==> config.mk <==
export PLATFORM = sky130hd
export DESIGN_NAME = msg_collector
export DESIGN_NICKNAME = d
export VERILOG_FILES = /design/src/rtl/msgc_pkg.sv /design/src/rtl/msgc_beat_track.sv /design/src/rtl/msgc_field_asm.sv /design/src/rtl/msgc_len_check.sv /design/src/rtl/msgc_intx_levels.sv /design/src/rtl/msg_collector.sv
export SDC_FILE = /design/constraint.sdc
export NUM_CORES = 1
export LEC_CHECK = 0
export BUFFER_PORTS_ARGS = -buffer_cell sky130_fd_sc_hd__clkbuf_2
export CORE_MARGIN = 1.5
export CORE_UTILIZATION = 51
export DETAILED_ROUTE_END_ITERATION = 7
export PLACE_DENSITY = 0.86
export SLEW_MARGIN = 20
export SYNTH_ARGS = -nofsm -noshare
export SYNTH_HDL_FRONTEND = slang
export SYNTH_SLANG_ARGS = --single-unit
==> constraint.sdc <==
create_clock -name clk -period 2.1 [get_ports clk]
set_clock_uncertainty 0.2 [all_clocks]
set_input_delay 0.105 -clock clk [delete_from_list [all_inputs] [get_ports clk]]
set_output_delay 0.105 -clock clk [all_outputs]
set_load 0.02 [all_outputs]
==> src/rtl/msgc_pkg.sv <==
package msgc_pkg;

  localparam int TYPE_W = 5;

  localparam int LEN_SHORT    = 2;
  localparam int LEN_SIX      = 6;
  localparam int LEN_VDM_BARE = 4;
  localparam int LEN_VDM_FULL = 8;

  localparam logic [TYPE_W-1:0] T_SHORT_LAST = 5'd14;
  localparam logic [TYPE_W-1:0] T_SLOT_PWR   = 5'd15;
  localparam logic [TYPE_W-1:0] T_LAT_REP    = 5'd16;
  localparam logic [TYPE_W-1:0] T_UNLOCK     = 5'd18;
  localparam logic [TYPE_W-1:0] T_VDM0       = 5'd19;
  localparam logic [TYPE_W-1:0] T_VDM1       = 5'd20;
  localparam int                T_INTX_FIRST = 3;

  typedef enum logic [2:0] {
    CL_SHORT,
    CL_PAY6,
    CL_LAT6,
    CL_VEND,
    CL_BAD
  } msg_class_e;

  function automatic msg_class_e classify(input logic [TYPE_W-1:0] t);
    if (t <= T_SHORT_LAST || t == T_UNLOCK) return CL_SHORT;
    if (t == T_SLOT_PWR)                   return CL_PAY6;
    if (t == T_LAT_REP)                    return CL_LAT6;
    if (t == T_VDM0 || t == T_VDM1)        return CL_VEND;
    return CL_BAD;
  endfunction

endpackage

==> src/rtl/msgc_beat_track.sv <==
module msgc_beat_track
  import msgc_pkg::*;
#(
  parameter int MAX_BEATS = 8,
  localparam int CNT_W = $clog2(MAX_BEATS + 2)
) (
  input  logic              clk,
  input  logic              rst,
  input  logic              vld,
  input  logic [TYPE_W-1:0] typ,
  output logic              first_beat,
  output logic [CNT_W-1:0]  beat_idx,
  output logic [TYPE_W-1:0] burst_type,
  output logic [CNT_W-1:0]  beat_cnt,
  output logic              mixed,
  output logic              burst_end
);

  localparam logic [CNT_W-1:0] CNT_SAT = CNT_W'(MAX_BEATS + 1);

  logic              in_burst;
  logic [CNT_W-1:0]  cnt;
  logic [TYPE_W-1:0] typ0;
  logic              mix_q;

  always_ff @(posedge clk) begin
    if (rst) begin
      in_burst <= 1'b0;
      cnt      <= '0;
      typ0     <= '0;
      mix_q    <= 1'b0;
    end else if (vld) begin
      if (!in_burst) begin
        in_burst <= 1'b1;
        cnt      <= CNT_W'(1);
        typ0     <= typ;
        mix_q    <= 1'b0;
      end else begin
        if (cnt != CNT_SAT) cnt <= cnt + CNT_W'(1);
        mix_q <= mix_q | (typ != typ0);
      end
    end else begin
      in_burst <= 1'b0;
      cnt      <= '0;
      mix_q    <= 1'b0;
    end
  end

  assign first_beat = vld & ~in_burst;
  assign beat_idx   = in_burst ? cnt : '0;
  assign burst_type = typ0;
  assign beat_cnt   = cnt;
  assign mixed      = mix_q;
  assign burst_end  = in_burst & ~vld;

endmodule

==> src/rtl/msgc_field_asm.sv <==
module msgc_field_asm
  import msgc_pkg::*;
#(
  parameter int BYTE_W = 8,
  parameter int CNT_W  = 4,
  localparam int ID_W  = 2 * BYTE_W,
  localparam int PAY_W = 4 * BYTE_W
) (
  input  logic              clk,
  input  logic              rst,
  input  logic              vld,
  input  logic              first_beat,
  input  logic [CNT_W-1:0]  beat_idx,
  input  logic [TYPE_W-1:0] burst_type,
  input  logic [BYTE_W-1:0] data,
  output logic [ID_W-1:0]   req_id,
  output logic [ID_W-1:0]   vendor_id,
  output logic [PAY_W-1:0]  payload,
  output logic [ID_W-1:0]   snoop_lat,
  output logic [ID_W-1:0]   nosnoop_lat
);

  msg_class_e cls;
  assign cls = classify(burst_type);

  always_ff @(posedge clk) begin
    if (rst) begin
      req_id      <= '0;
      vendor_id   <= '0;
      payload     <= '0;
      snoop_lat   <= '0;
      nosnoop_lat <= '0;
    end else if (vld) begin
      if (first_beat) begin
        req_id      <= {data, {BYTE_W{1'b0}}};
        vendor_id   <= '0;
        payload     <= '0;
        snoop_lat   <= '0;
        nosnoop_lat <= '0;
      end else begin
        if (beat_idx == CNT_W'(1)) req_id[BYTE_W-1:0] <= data;
        case (cls)
          CL_PAY6: begin
            for (int k = 0; k < 4; k++)
              if (beat_idx == CNT_W'(2 + k)) payload[k*BYTE_W +: BYTE_W] <= data;
          end
          CL_LAT6: begin
            for (int k = 0; k < 2; k++) begin
              if (beat_idx == CNT_W'(2 + k)) snoop_lat[k*BYTE_W +: BYTE_W]   <= data;
              if (beat_idx == CNT_W'(4 + k)) nosnoop_lat[k*BYTE_W +: BYTE_W] <= data;
            end
          end
          CL_VEND: begin
            for (int k = 0; k < 2; k++)
              if (beat_idx == CNT_W'(2 + k)) vendor_id[k*BYTE_W +: BYTE_W] <= data;
            for (int k = 0; k < 4; k++)
              if (beat_idx == CNT_W'(4 + k)) payload[k*BYTE_W +: BYTE_W] <= data;
          end
          default: ;
        endcase
      end
    end
  end

endmodule

==> src/rtl/msgc_len_check.sv <==
module msgc_len_check
  import msgc_pkg::*;
#(
  parameter int CNT_W = 4
) (
  input  logic [TYPE_W-1:0] burst_type,
  input  logic [CNT_W-1:0]  beat_cnt,
  input  logic              mixed,
  output logic              good,
  output logic              has_data
);

  msg_class_e cls;
  logic       len_ok;

  always_comb begin
    cls = classify(burst_type);
    case (cls)
      CL_SHORT:         len_ok = (beat_cnt == CNT_W'(LEN_SHORT));
      CL_PAY6, CL_LAT6: len_ok = (beat_cnt == CNT_W'(LEN_SIX));
      CL_VEND:          len_ok = (beat_cnt == CNT_W'(LEN_VDM_BARE)) ||
                                 (beat_cnt == CNT_W'(LEN_VDM_FULL));
      default:          len_ok = 1'b0;
    endcase
    good     = len_ok & ~mixed;
    has_data = (cls == CL_VEND) && (beat_cnt == CNT_W'(LEN_VDM_FULL));
  end

endmodule

==> src/rtl/msgc_intx_levels.sv <==
module msgc_intx_levels
  import msgc_pkg::*;
#(
  parameter int NUM_INTX = 4
) (
  input  logic                clk,
  input  logic                rst,
  input  logic                upd,
  input  logic [TYPE_W-1:0]   typ,
  output logic [NUM_INTX-1:0] level
);

  for (genvar g = 0; g < NUM_INTX; g++) begin : g_line
    localparam logic [TYPE_W-1:0] SET_CODE = TYPE_W'(T_INTX_FIRST + 2 * g);
    localparam logic [TYPE_W-1:0] CLR_CODE = TYPE_W'(T_INTX_FIRST + 2 * g + 1);
    always_ff @(posedge clk) begin
      if (rst)                         level[g] <= 1'b0;
      else if (upd && typ == SET_CODE) level[g] <= 1'b1;
      else if (upd && typ == CLR_CODE) level[g] <= 1'b0;
    end
  end

  assert_intx_hold_R10: assert property (@(posedge clk) disable iff (rst)
    !upd |=> $stable(level));

endmodule

==> src/rtl/msg_collector.sv <==
module msg_collector
  import msgc_pkg::*;
#(
  parameter int BYTE_W    = 8,
  parameter int MAX_BEATS = 8,
  parameter int NUM_INTX  = 4,
  localparam int CNT_W = $clog2(MAX_BEATS + 2),
  localparam int ID_W  = 2 * BYTE_W,
  localparam int PAY_W = 4 * BYTE_W
) (
  input  logic                clk,
  input  logic                rst,
  input  logic                msg_vld,
  input  logic [TYPE_W-1:0]   msg_type,
  input  logic [BYTE_W-1:0]   msg_byte,
  output logic                rec_done,
  output logic                rec_len_err,
  output logic [TYPE_W-1:0]   rec_type,
  output logic [ID_W-1:0]     rec_req_id,
  output logic [ID_W-1:0]     rec_vendor_id,
  output logic [PAY_W-1:0]    rec_payload,
  output logic                rec_has_data,
  output logic [ID_W-1:0]     rec_snoop_lat,
  output logic [ID_W-1:0]     rec_nosnoop_lat,
  output logic [NUM_INTX-1:0] intx_level
);

  logic              first_beat, mixed, burst_end, good, has_data;
  logic [CNT_W-1:0]  beat_idx, beat_cnt;
  logic [TYPE_W-1:0] burst_type;
  logic [ID_W-1:0]   h_req, h_vend, h_snp, h_nsnp;
  logic [PAY_W-1:0]  h_pay;

  msgc_beat_track #(.MAX_BEATS(MAX_BEATS)) u_track (
    .clk(clk), .rst(rst), .vld(msg_vld), .typ(msg_type),
    .first_beat(first_beat), .beat_idx(beat_idx), .burst_type(burst_type),
    .beat_cnt(beat_cnt), .mixed(mixed), .burst_end(burst_end)
  );

  msgc_field_asm #(.BYTE_W(BYTE_W), .CNT_W(CNT_W)) u_asm (
    .clk(clk), .rst(rst), .vld(msg_vld), .first_beat(first_beat),
    .beat_idx(beat_idx), .burst_type(burst_type), .data(msg_byte),
    .req_id(h_req), .vendor_id(h_vend), .payload(h_pay),
    .snoop_lat(h_snp), .nosnoop_lat(h_nsnp)
  );

  msgc_len_check #(.CNT_W(CNT_W)) u_chk (
    .burst_type(burst_type), .beat_cnt(beat_cnt), .mixed(mixed),
    .good(good), .has_data(has_data)
  );

  msgc_intx_levels #(.NUM_INTX(NUM_INTX)) u_intx (
    .clk(clk), .rst(rst), .upd(burst_end & good), .typ(burst_type),
    .level(intx_level)
  );

  always_ff @(posedge clk) begin
    if (rst) begin
      rec_done        <= 1'b0;
      rec_len_err     <= 1'b0;
      rec_type        <= '0;
      rec_req_id      <= '0;
      rec_vendor_id   <= '0;
      rec_payload     <= '0;
      rec_has_data    <= 1'b0;
      rec_snoop_lat   <= '0;
      rec_nosnoop_lat <= '0;
    end else begin
      rec_done    <= burst_end & good;
      rec_len_err <= burst_end & ~good;
      if (burst_end && good) begin
        rec_type        <= burst_type;
        rec_req_id      <= h_req;
        rec_vendor_id   <= h_vend;
        rec_payload     <= h_pay;
        rec_has_data    <= has_data;
        rec_snoop_lat   <= h_snp;
        rec_nosnoop_lat <= h_nsnp;
      end
    end
  end

  assert_done_err_excl_R7: assert property (@(posedge clk) disable iff (rst)
    !(rec_done && rec_len_err));

  assert_done_single_R2: assert property (@(posedge clk) disable iff (rst)
    rec_done |=> !rec_done);

  assert_done_after_gap_R2: assert property (@(posedge clk) disable iff (rst)
    rec_done |-> !$past(msg_vld));

  assert_err_after_gap_R8: assert property (@(posedge clk) disable iff (rst)
    rec_len_err |-> !$past(msg_vld));

  assert_rec_hold_R11: assert property (@(posedge clk) disable iff (rst)
    !rec_done |-> $stable({rec_type, rec_req_id, rec_vendor_id, rec_payload,
                           rec_has_data, rec_snoop_lat, rec_nosnoop_lat}));

endmodule

==> impl_metrics.env <==
export IMPL_fin_nets=1157
export IMPL_routed_wirelength_um=27700
export IMPL_critPathMostFrequentCell="buf_6"
export IMPL_total_leakage_power_nw=4.74
export IMPL_drtPass1Iterations=5
export IMPL_syn_area_mm2=0.00871
export IMPL_timing_critical_path_buf_inv=4
export IMPL_synthToLayoutAreaGrowth_pct=32.6
export IMPL_worst_ir_drop_vdd_v=0.000622
export IMPL_die_h_um=134
export IMPL_place_worst_setup_slack_ns=-0.263
export IMPL_path_cells="buf_6, or4b_4, o32ai_4, buf_6, a32oi_4, buf_4, buf_6, nand3_1, a21oi_1"
export IMPL_synth_simple_gate_area_share_pct=16.9
export IMPL_end_kind="register"
export IMPL_synth_nets=978
export IMPL_post_synth_edffs=0
export IMPL_detailedPlacementHpwl_um=15700
export IMPL_worst_slack_ns=-0.220
export IMPL_fmax_mhz=431
export IMPL_timing_final_crit_share_pct=110
export IMPL_seqCellArea_mm2=0.00432
export IMPL_multi_input_area_mm2=0.00424
export IMPL_maximum_fanout_along_the_worst_path=13
export IMPL_tritoncts_num_buffers=22
export IMPL_clockRootBuffer="clkbuf_16"
export IMPL_cap_violations=0
export IMPL_grt_start_max_net_pins=110
export IMPL_layout_filler_cells=1185
export IMPL_hold_class="in -> reg"
export IMPL_setup_total_negative_slack_ns=-16.51
export IMPL_grt_pass1_wl_um=39800
export IMPL_grt_overflow=0
export IMPL_largest_family_of_logic_cells_by_synthesized_area="compound AO/OA/AOI/OAI gates"
export IMPL_area_inside_the_core_boundary_mm2=0.0166
export IMPL_critPathRequiredTime_ns=2.26
export IMPL_yosysSeqAreaShare_pct=49.4
export IMPL_failed_checks="setup timing"
export IMPL_critical_path_max_stage_delay_ns=0.52
export IMPL_port_buffer_cells=123
export IMPL_post_route_min_period_ns=2.32
export IMPL_antenna_cells=0
export IMPL_vias=8249
export IMPL_critical_path_top_delay_family="buffers and inverters"
export IMPL_gp_congestion=0.947
export IMPL_adder_and_majority_cell_fraction_of_the_synthesized_area_pct=0.574
export IMPL_clock_path_buffers=3
export IMPL_numClockSinks=215
export IMPL_synthDominantCellAreaShare_pct=49.4
export IMPL_post_route_cells_drive_above_1_share_pct=29.8
export IMPL_synth_compound_gate_area_share_pct=18.5
export IMPL_finalSetupViolCount=129
export IMPL_outcome="finished, violations left"
export IMPL_yosys_cell_types_count=64
export IMPL_grt_usage_pct=27.7
export IMPL_yosys_register_bits=215
export IMPL_muxShareOfSynthArea_pct=8.62
export IMPL_number_of_global_route_vias_before_repair=7678
export IMPL_antenna_found_initial=2
export IMPL_fp_row_count=47
export IMPL_synth_main_ff_cell="dfxtp_1"
export IMPL_postSynthAreaPerCell_um2=9.10
export IMPL_synthesis_yosys_warnings=0
export IMPL_critical_path_slowest_cell="or4b_4"
export IMPL_hold_viol=0
export IMPL_cts_reportedPaths_clkPinSlew_ns=0.06
export IMPL_critical_path_class="reg -> reg"
export IMPL_max_slew_margin_rel_pct=36.5
export IMPL_critical_path_arrival_ns=2.48
export IMPL_initial_core_util_pct=52.4
export IMPL_remaining_drc_errors=0
export IMPL_cts_tree="done"
export IMPL_fin_util_pct=69.4
export IMPL_design_die_area_mm2=0.0179
export IMPL_timing_max_transition_violations_final=0
export IMPL_die_width_um=134
export IMPL_rsz0062_at_grt="yes"
export IMPL_worstMarginPinSlew_ns=0.951
export IMPL_yosysTopAreaCell="dfxtp_1"
export IMPL_vias_per_cell=6.02
export IMPL_wire_per_inst_um=20.2
export IMPL_detailedRoute_firstIterationViolations=756
export IMPL_cells_after_synthesis=958
export IMPL_post_synth_main_area_contributors="dfxtp_1 49%, mux2i_1 8.6%, a21oi_1 6.7%"
export IMPL_clk_latency_ns=0.51
export IMPL_htreeDepth=1
export IMPL_async_reset_ff_share_pct=0
export IMPL_yosys_area_share_xor_xnor_pct=0.905
export IMPL_top_level_ports=124
export IMPL_antenna_left=0
export IMPL_pwr_density_cell_mw_per_mm2=769
export IMPL_cp_start_kind="register"
[cells in the mapped netlist, drive strengths merged (2+ instances only)]
cell type    n
nand2b      33
o2111ai      2
a211oi       2
a22o        17
a31o         2
clkbuf      42
xnor2        2
nor3b        3
o22ai        2
mux2i       75
dfxtp      215
o211ai       5
nand3b       4
xor2         7
or3b         3
or4b         2
nor4b        2
a221o        2
and3         2
and2         2
nor2b       14
a21oi      119
nor4         3
ha           4
nand3      105
nor3         6
a21boi       2
buf         45
inv          4
o21ai      106
nand2       34
or2          2
nor2        73
[layout by cell type (no fill, tap or decap), drive strengths merged, types with 4 or more instances in the layout]
master	count
nand3b	4
inv	4
buf	99
ha	4
xor2	7
dfxtp	215
nand3	105
a21oi	119
nor3	6
nor2	73
o211ai	5
a22o	17
o21ai	106
nand2	34
dlygate4sd3	14
mux2i	75
nor2b	14
clkbuf	162
nand2b	33
[power by group]
group          switching, mW  internal [mW]
combinational          0.352          0.251
sequential            0.0472           4.15
clock                   1.58           2.51
[worst reg2reg max path, delay by kind of cell (launching register included)]
kind / cells / cell delay, ns
and+or+nand+nor: 2 / 0.62
AOI/OAI and AO/OA: 3 / 0.35
buffers and inverters: 4 / 0.65
DFF: 1 / 0.37
[what timing repair did]
item	4_1_cts	5_1_grt
pin swaps	10	17
endpoints found under the hold margin	82	0
gates resized for setup	52	53
gates cloned	2	10
endpoints found under the setup margin	183	177
hold buffers	14	0
buffers inserted	7	10
[per-layer routing]
metal	vias up	share of wire [%]	routed length (um)	GRT usage, %
li1	3742	-	-	-
met1	4008	40	11200	36.8
met2	423	49	13400	45.6
met3	76	7.9	2190	3.73
met4	0	3.3	918	10.9
met5	-	0	0	0
[logic make-up (layout without fill, tap and decap cells)]
kind of cell             Yosys count  count (layout)
flip-flops                       215             215
buffers and inverters             91             282
multiplexers                      75              75
AND/OR/NAND/NOR                  291             291
AO/OA/AOI/OAI                    273             274
XOR/XNOR                           9               9
adder cells (fa/ha/maj)            4               4
[stage by stage]
| step | instance area (um2) | hold slack, ns | total power [mW] | std cells |
|---|---|---|---|---|
| 2_1_floorplan | 8790 | 0.0307 | 4.59 | 958 |
| 3_3_place_gp | 10000 | 0.161 | 4.79 | 1293 |
| 3_5_place_dp | 10000 | 0.169 | 4.80 | 1293 |
| 4_1_cts | 11100 | 0.0237 | 8.84 | 1352 |
| 5_1_grt | 11600 | 0.0456 | 9.08 | 1370 |
| 6_report | 11600 | 0.0480 | 8.89 | 1370 |
[cell type report]
type / count / area share, %
clock buffers: 34 / 6.03
clock inverters: 3 / 0.585
inverters: 4 / 0.130
multi-input cells: 653 / 36.7
flip-flops and latches: 215 / 37.4
well taps: 220 / 2.38
repair buffers: 241 / 16.8
[path summary, 6_finish.rpt]
path,start,endpoint,slack (ns),cells past startpoint
worst min-delay path,msg_vld,rec_len_err,0.05,4
worst max-delay path,u_track.burst_type[2],rec_nosnoop_lat[7],-0.22,9
worst max register to register,u_track.burst_type[2],rec_nosnoop_lat[7],-0.22,9
worst min register to register,u_asm.req_id[10],u_asm.req_id[10],0.26,2
[state kept, by name, summed over array words and instances (netlist names), 4 cells and up]
signal,cells
u_asm.req_id,16
u_asm.nosnoop_lat,16
rec_type,5
rec_snoop_lat,16
u_track.burst_type,5
u_intx.level,4
u_track.beat_cnt,4
rec_nosnoop_lat,16
rec_vendor_id,16
u_asm.payload,32
u_asm.snoop_lat,16
rec_payload,32
u_asm.vendor_id,16
rec_req_id,16
No activity file was read; power rests on OpenSTA's default activity.
